## src/rtl/utx_pkg.sv

```systemverilog
package utx_pkg;
    localparam int unsigned CHAR_W    = 8;
    localparam int unsigned FRAME_MAX = CHAR_W + 3;
    localparam int unsigned CNT_W     = $clog2(FRAME_MAX + 1);

    typedef struct packed {
        logic [CHAR_W-1:0] data;
        logic              bit9;
    } tx_char_t;

    typedef enum logic {SH_IDLE = 1'b0, SH_BUSY = 1'b1} sh_state_e;

    function automatic logic [FRAME_MAX-1:0] build_frame(tx_char_t c, logic nine);
        return {1'b1, (nine ? c.bit9 : 1'b1), c.data, 1'b0};
    endfunction

    function automatic logic [CNT_W-1:0] frame_len(logic nine);
        return nine ? CNT_W'(FRAME_MAX) : CNT_W'(FRAME_MAX - 1);
    endfunction
endpackage

```

## src/rtl/utx_holding.sv

```systemverilog
module utx_holding
    import utx_pkg::*;
(
    input  logic     clk,
    input  logic     rst,
    input  logic     wr_en,
    input  tx_char_t wr_char,
    input  logic     take,
    output tx_char_t held,
    output logic     full
);
    always_ff @(posedge clk) begin
        if (rst) begin
            held <= '0;
            full <= 1'b0;
        end else if (wr_en) begin
            held <= wr_char;
            full <= 1'b1;
        end else if (take) begin
            full <= 1'b0;
        end
    end

    // a write always leaves the register occupied
    assert_write_fills_R4: assert property (@(posedge clk) disable iff (rst)
        wr_en |=> full);
    // a load without a fresh write empties it
    assert_take_empties_R4: assert property (@(posedge clk) disable iff (rst)
        (take && !wr_en) |=> !full);
endmodule

```

## src/rtl/utx_shifter.sv

```systemverilog
module utx_shifter
    import utx_pkg::*;
(
    input  logic     clk,
    input  logic     rst,
    input  logic     baud_tick,
    input  logic     can_load,
    input  tx_char_t in_char,
    input  logic     nine_bit,
    output logic     load,
    output logic     busy,
    output logic     frame_done,
    output logic     txd
);
    sh_state_e            state;
    logic [FRAME_MAX-1:0] shreg;
    logic [CNT_W-1:0]     bits_left;
    logic                 last_tick;

    assign busy       = (state == SH_BUSY);
    assign last_tick  = busy && baud_tick && (bits_left == CNT_W'(1));
    assign load       = baud_tick && (!busy || last_tick) && can_load;
    assign frame_done = last_tick;
    assign txd        = busy ? shreg[0] : 1'b1;

    always_ff @(posedge clk) begin
        if (rst) begin
            state     <= SH_IDLE;
            shreg     <= '1;
            bits_left <= '0;
        end else if (load) begin
            state     <= SH_BUSY;
            shreg     <= build_frame(in_char, nine_bit);
            bits_left <= frame_len(nine_bit);
        end else if (last_tick) begin
            state     <= SH_IDLE;
        end else if (busy && baud_tick) begin
            shreg     <= {1'b1, shreg[FRAME_MAX-1:1]};
            bits_left <= bits_left - CNT_W'(1);
        end
    end

    // the start bit appears on the edge that loads
    assert_start_low_R4: assert property (@(posedge clk) disable iff (rst)
        load |=> !txd);
    // the line only moves on a baud tick
    assert_hold_between_ticks_R2: assert property (@(posedge clk) disable iff (rst)
        !baud_tick |=> $stable(txd));
    // the bit counter never exceeds the longest frame
    assert_count_range_R3: assert property (@(posedge clk) disable iff (rst)
        bits_left <= CNT_W'(FRAME_MAX));
endmodule

```

## src/rtl/utx_status.sv

```systemverilog
module utx_status (
    input  logic clk,
    input  logic rst,
    input  logic frame_done,
    input  logic load,
    input  logic wr_en,
    input  logic full,
    input  logic gie,
    input  logic dre_ie,
    input  logic tc_ie,
    output logic tc_flag,
    output logic dre_irq,
    output logic tc_irq
);
    always_ff @(posedge clk) begin
        if (rst)                      tc_flag <= 1'b0;
        else if (wr_en)               tc_flag <= 1'b0;
        else if (frame_done && !load) tc_flag <= 1'b1;
    end

    assign dre_irq = gie & dre_ie & !full;
    assign tc_irq  = gie & tc_ie & tc_flag;

    // completion is only reported with nothing waiting
    assert_tc_empty_R6: assert property (@(posedge clk) disable iff (rst)
        $rose(tc_flag) |-> !full);
    // completion follows the end of a stop bit
    assert_tc_after_stop_R6: assert property (@(posedge clk) disable iff (rst)
        $rose(tc_flag) |-> $past(frame_done));
endmodule

```

## src/rtl/uart_tx_dbuf.sv

```systemverilog
module uart_tx_dbuf
    import utx_pkg::*;
(
    input  logic              clk,
    input  logic              rst,
    input  logic              baud_tick,
    input  logic              wr_en,
    input  logic [CHAR_W-1:0] wr_data,
    input  logic              bit9_in,
    input  logic              nine_bit_mode,
    input  logic              tx_enable,
    input  logic              gie,
    input  logic              dre_ie,
    input  logic              tc_ie,
    output logic              txd,
    output logic              dre_flag,
    output logic              tc_flag,
    output logic              dre_irq,
    output logic              tc_irq
);
    tx_char_t wr_char, held;
    logic     full, load, busy, frame_done, run_q, allow;

    assign wr_char = '{data: wr_data, bit9: bit9_in};
    assign allow   = tx_enable | run_q;

    // keeps sending after the enable falls until nothing is left
    always_ff @(posedge clk) begin
        if (rst) run_q <= 1'b0;
        else     run_q <= tx_enable | (run_q & (busy | full));
    end

    utx_holding u_hold (
        .clk(clk), .rst(rst), .wr_en(wr_en), .wr_char(wr_char),
        .take(load), .held(held), .full(full)
    );

    utx_shifter u_shift (
        .clk(clk), .rst(rst), .baud_tick(baud_tick), .can_load(full & allow),
        .in_char(held), .nine_bit(nine_bit_mode), .load(load), .busy(busy),
        .frame_done(frame_done), .txd(txd)
    );

    utx_status u_stat (
        .clk(clk), .rst(rst), .frame_done(frame_done), .load(load),
        .wr_en(wr_en), .full(full), .gie(gie), .dre_ie(dre_ie), .tc_ie(tc_ie),
        .tc_flag(tc_flag), .dre_irq(dre_irq), .tc_irq(tc_irq)
    );

    assign dre_flag = !full;

    // a falling enable keeps the drain alive
    assert_drain_on_fall_R8: assert property (@(posedge clk) disable iff (rst)
        $fell(tx_enable) |-> run_q);
    // nothing starts while disabled and drained
    assert_no_start_disabled_R9: assert property (@(posedge clk) disable iff (rst)
        (!allow && !busy) |=> !busy);
endmodule

```

## config.mk

```make
export PLATFORM = sky130hd
export DESIGN_NAME = uart_tx_dbuf
export DESIGN_NICKNAME = d
export VERILOG_FILES = /design/src/rtl/utx_pkg.sv /design/src/rtl/utx_holding.sv /design/src/rtl/utx_shifter.sv /design/src/rtl/utx_status.sv /design/src/rtl/uart_tx_dbuf.sv
export SDC_FILE = /design/constraint.sdc
export NUM_CORES = 1
export LEC_CHECK = 0
export CORE_ASPECT_RATIO = 1.75
export CORE_MARGIN = 10
export CORE_UTILIZATION = 35
export CTS_CLUSTER_DIAMETER = 50
export DETAILED_ROUTE_END_ITERATION = 7
export DONT_BUFFER_PORTS = 1
export GPL_ROUTABILITY_DRIVEN = 0
export PLACE_DENSITY = 0.52
export SYNTH_ARGS = -nofsm -noshare
export SYNTH_HDL_FRONTEND = slang
export SYNTH_SLANG_ARGS = --single-unit
```

## constraint.sdc

```tcl
create_clock -name clk -period 3 [get_ports clk]
set_clock_uncertainty 0.1 [all_clocks]
set_input_delay 0.15 -clock clk [delete_from_list [all_inputs] [get_ports clk]]
set_output_delay 0.15 -clock clk [all_outputs]
set_load 0.005 [all_outputs]
```

==> results.yml <==
outcome:
  status: "finished, final reports clean"
worst_setup_path:
  r2r_end: "u_shift.bits_left[0]"
  cp_slowest_cell: "dlygate4sd3_1"
  reg2reg_depth: 6
  cp.required_ns: 3.07
  worstPathMaxFanout: 15
  critical_path.endpoint_type: "flip-flop"
  r2r_slack_ns: 0.32
  r2r_start: "u_shift.bits_left[0]"
  critPathKind: "flip-flop to flip-flop"
  arrival_ns: 2.75
  crit_chain: "ha_1, or3b_1, a21o_1, nor2_1, a211oi_2, dlygate4sd3_1"
  crit_family: "simple AND/OR/NAND/NOR gates"
  cp.buffers_inverters: 1
  cpPeakStageDelay_ns: 0.61
  cp-start-kind: "flip-flop"
worst_hold_path:
  hold_start: "nine_bit_mode"
  worstHoldEndpoint: "u_shift.shreg[9]"
  holdPathStages: 2
  hp-class: "input pin to flip-flop"
synthesis:
  synth_area_per_cell_um2: 9.40
  synth-seq-cells: 27
  ys_top_cells_by_area: "dfxtp_1, mux2i_1, nor2_1"
  async_reset_ff_share_pct: 0
  ys_seq_area_share_pct: 44.2
  synth_top_cell_by_area: "dfxtp_1"
  synth_nets: 150
  yosysWarnings: 0
  synth_cells: 130
  yosysUniqueCellTypes: 33
  synth_ff_type: "dfxtp_1"
  synth_top_area_share_pct: 44.2
  synth_edf_count: 0
  netlist_area_um2: 1220
timing:
  final-hold-violation-count: 0
  period_needed_ns: 2.68
  setup_tns_ns: 0
  worst_slack_ns: 0.322
  max_freq_ghz: 0.373
  setup_viol: 0
  worst_pin_slew_ns: 0.985
  rsz0062_at_grt: "no"
  slew_headroom_pct: 34.1
  min_period_over_period_pct: 89.3
  drv_slew: 0
floorplanning:
  die_x_um: 64.7
  core_um2: 3360
  rows: 28
  io_pins: 23
  die-area_um2: 6350
  dieHeight_um: 98.2
  initial_core_util_pct: 36.3
clocking:
  clk-insertion-delay-late_ns: 0.28
  post_cts_buffers: 0
  cts_max_path_buffers: 2
  cts.clk_slew.worst_paths_ns: 0.09
  h-tree-depth: 1
  clock_sinks: 27
  clock-root-buffer: "clkbuf_8"
  numCtsBuffers: 3
  cts_tree: "done"
final_layout:
  antenna_cells: 0
  seq_area_um2: 541
  fillCellCount: 354
  area_growth_syn_to_layout_pct: 20.4
  multi_input_area_um2: 591
  drive_gt1_share_pct: 4.79
  nNetsFinal: 167
pwr:
  ir_drop_v: 0.000311
  power.density_nw_per_um2: 484
  power.leakage_uw: 0.000631
route:
  wl_per_cell_um: 14.9
  num_vias: 979
  drt_pass1_iterations: 4
  via_per_inst: 5.13
  drc: 0
  drtIter0Drc: 16
  routed_wirelength_mm: 2.85
  route.antenna.remaining_nets: 0
place:
  hpwl_mm: 1.91
  portBuffers: 0
  place_ws_ns: 0.867
grt:
  grt_start_max_net_pins: 28
  antenna_found_initial: 0
  grt_pass1_wl_mm: 4.97
  grt_overflow: 0
  grt_use_total_pct: 9.39
  grt_pass1_vias: 1072
flow_run:
  drv_cap: 0
-- report_power, final --
part | total [µW] | switching, µW | internal, µW
Combinational | 102 | 45.2 | 56.3
Clock | 213 | 118 | 95.5
Sequential | 397 | 15.8 | 381
Total | 712 | 179 | 533
-- synth_stat cells (2+ instances only) --
library cell / n
dfxtp_1: 27
nor2_1: 19
mux2i_1: 10
and3_1: 9
o21bai_1: 9
a211oi_1: 7
a21oi_1: 6
inv_1: 5
buf_6: 4
clkbuf_1: 3
nand3_1: 3
nor3_1: 3
o21ai_0: 3
and2_1: 2
ha_1: 2
-- cell type report --
cell class,instances,share of cell area [%]
sequential,27,36.7
clock buffer,4,3.06
multi-input combinational,88,40.1
timing repair buffer,22,15.0
tap,45,3.83
inverter,5,1.28
-- metrics by stage --
| step | hold slack (ns) | util [%] | std cells | total power, µW | area [µm²] |
|---|---|---|---|---|---|
| floorplan | 0.179 | - | 130 | 472 | 1220 |
| global placement | 0.123 | 35.9 | 165 | 470 | 1210 |
| detailed placement | 0.122 | 35.9 | 165 | 473 | 1210 |
| CTS | 0.0485 | 43.8 | 191 | 713 | 1470 |
| global route | 0.0412 | 43.8 | 191 | 740 | 1470 |
| finish | 0.0446 | 43.8 | 191 | 712 | 1470 |
-- timing repair --
item                                    4_1_cts  5_1_grt
hold buffers                                 22        0
endpoints found under the setup margin        0        0
resized for setup                             0        0
endpoints found under the hold margin        27        0
-- worst max path at each step --
stage | start | to | slack, ns | cells after the start
final | u_shift.bits_left[0] | u_shift.bits_left[0] | 0.32 | 6
after global routing | u_shift.bits_left[1] | u_shift.bits_left[0] | 0.14 | 7
after CTS | u_shift.bits_left[0] | u_shift.bits_left[0] | 0.34 | 6
after detailed placement | u_shift.bits_left[0] | u_shift.shreg[9] | 0.87 | 5
after global placement | u_shift.bits_left[0] | u_shift.shreg[9] | 0.95 | 5
after floorplan | u_shift.bits_left[0] | u_hold.full | 1.24 | 7
-- cells by family after synthesis --
family	after synthesis	share of synthesized area [%]
fa+ha+maj	2	2.05
compound gates	32	19.5
buf+inv	15	7.47
simple gates	42	17.1
mux	10	8.19
flops	27	44.2
xor+xnor	2	1.43
-- cell usage in the layout, fill, tap and decap left out, types with 2 or more instances in the layout --
cell type	count
a211oi_1	7
a21oi_1	6
and2_1	2
and3_1	9
clkbuf_8	3
dfxtp_1	27
dlygate4sd3_1	22
ha_1	2
inv_1	5
mux2i_1	10
nand3_1	3
nor2_1	19
nor3_1	3
o21ai_0	3
o21bai_1	9
-- layer usage --
metal / wire, µm / up-vias / track usage [%]
met5: 0 / - / 0
met4: 59 / 0 / 5.13
met3: 68 / 5 / 1.72
met2: 1560 / 16 / 16.3
met1: 1170 / 469 / 10.3
li1: - / 489 / -
-- flip-flops by register name, indices dropped and copies added (netlist names) --
signal,count
u_stat.tc_flag,1
run_q,1
u_shift.busy,1
u_hold.held,9
u_hold.full,1
u_shift.bits_left,4
u_shift.shreg,10
Note: power is estimated with default switching activity, not from simulation.
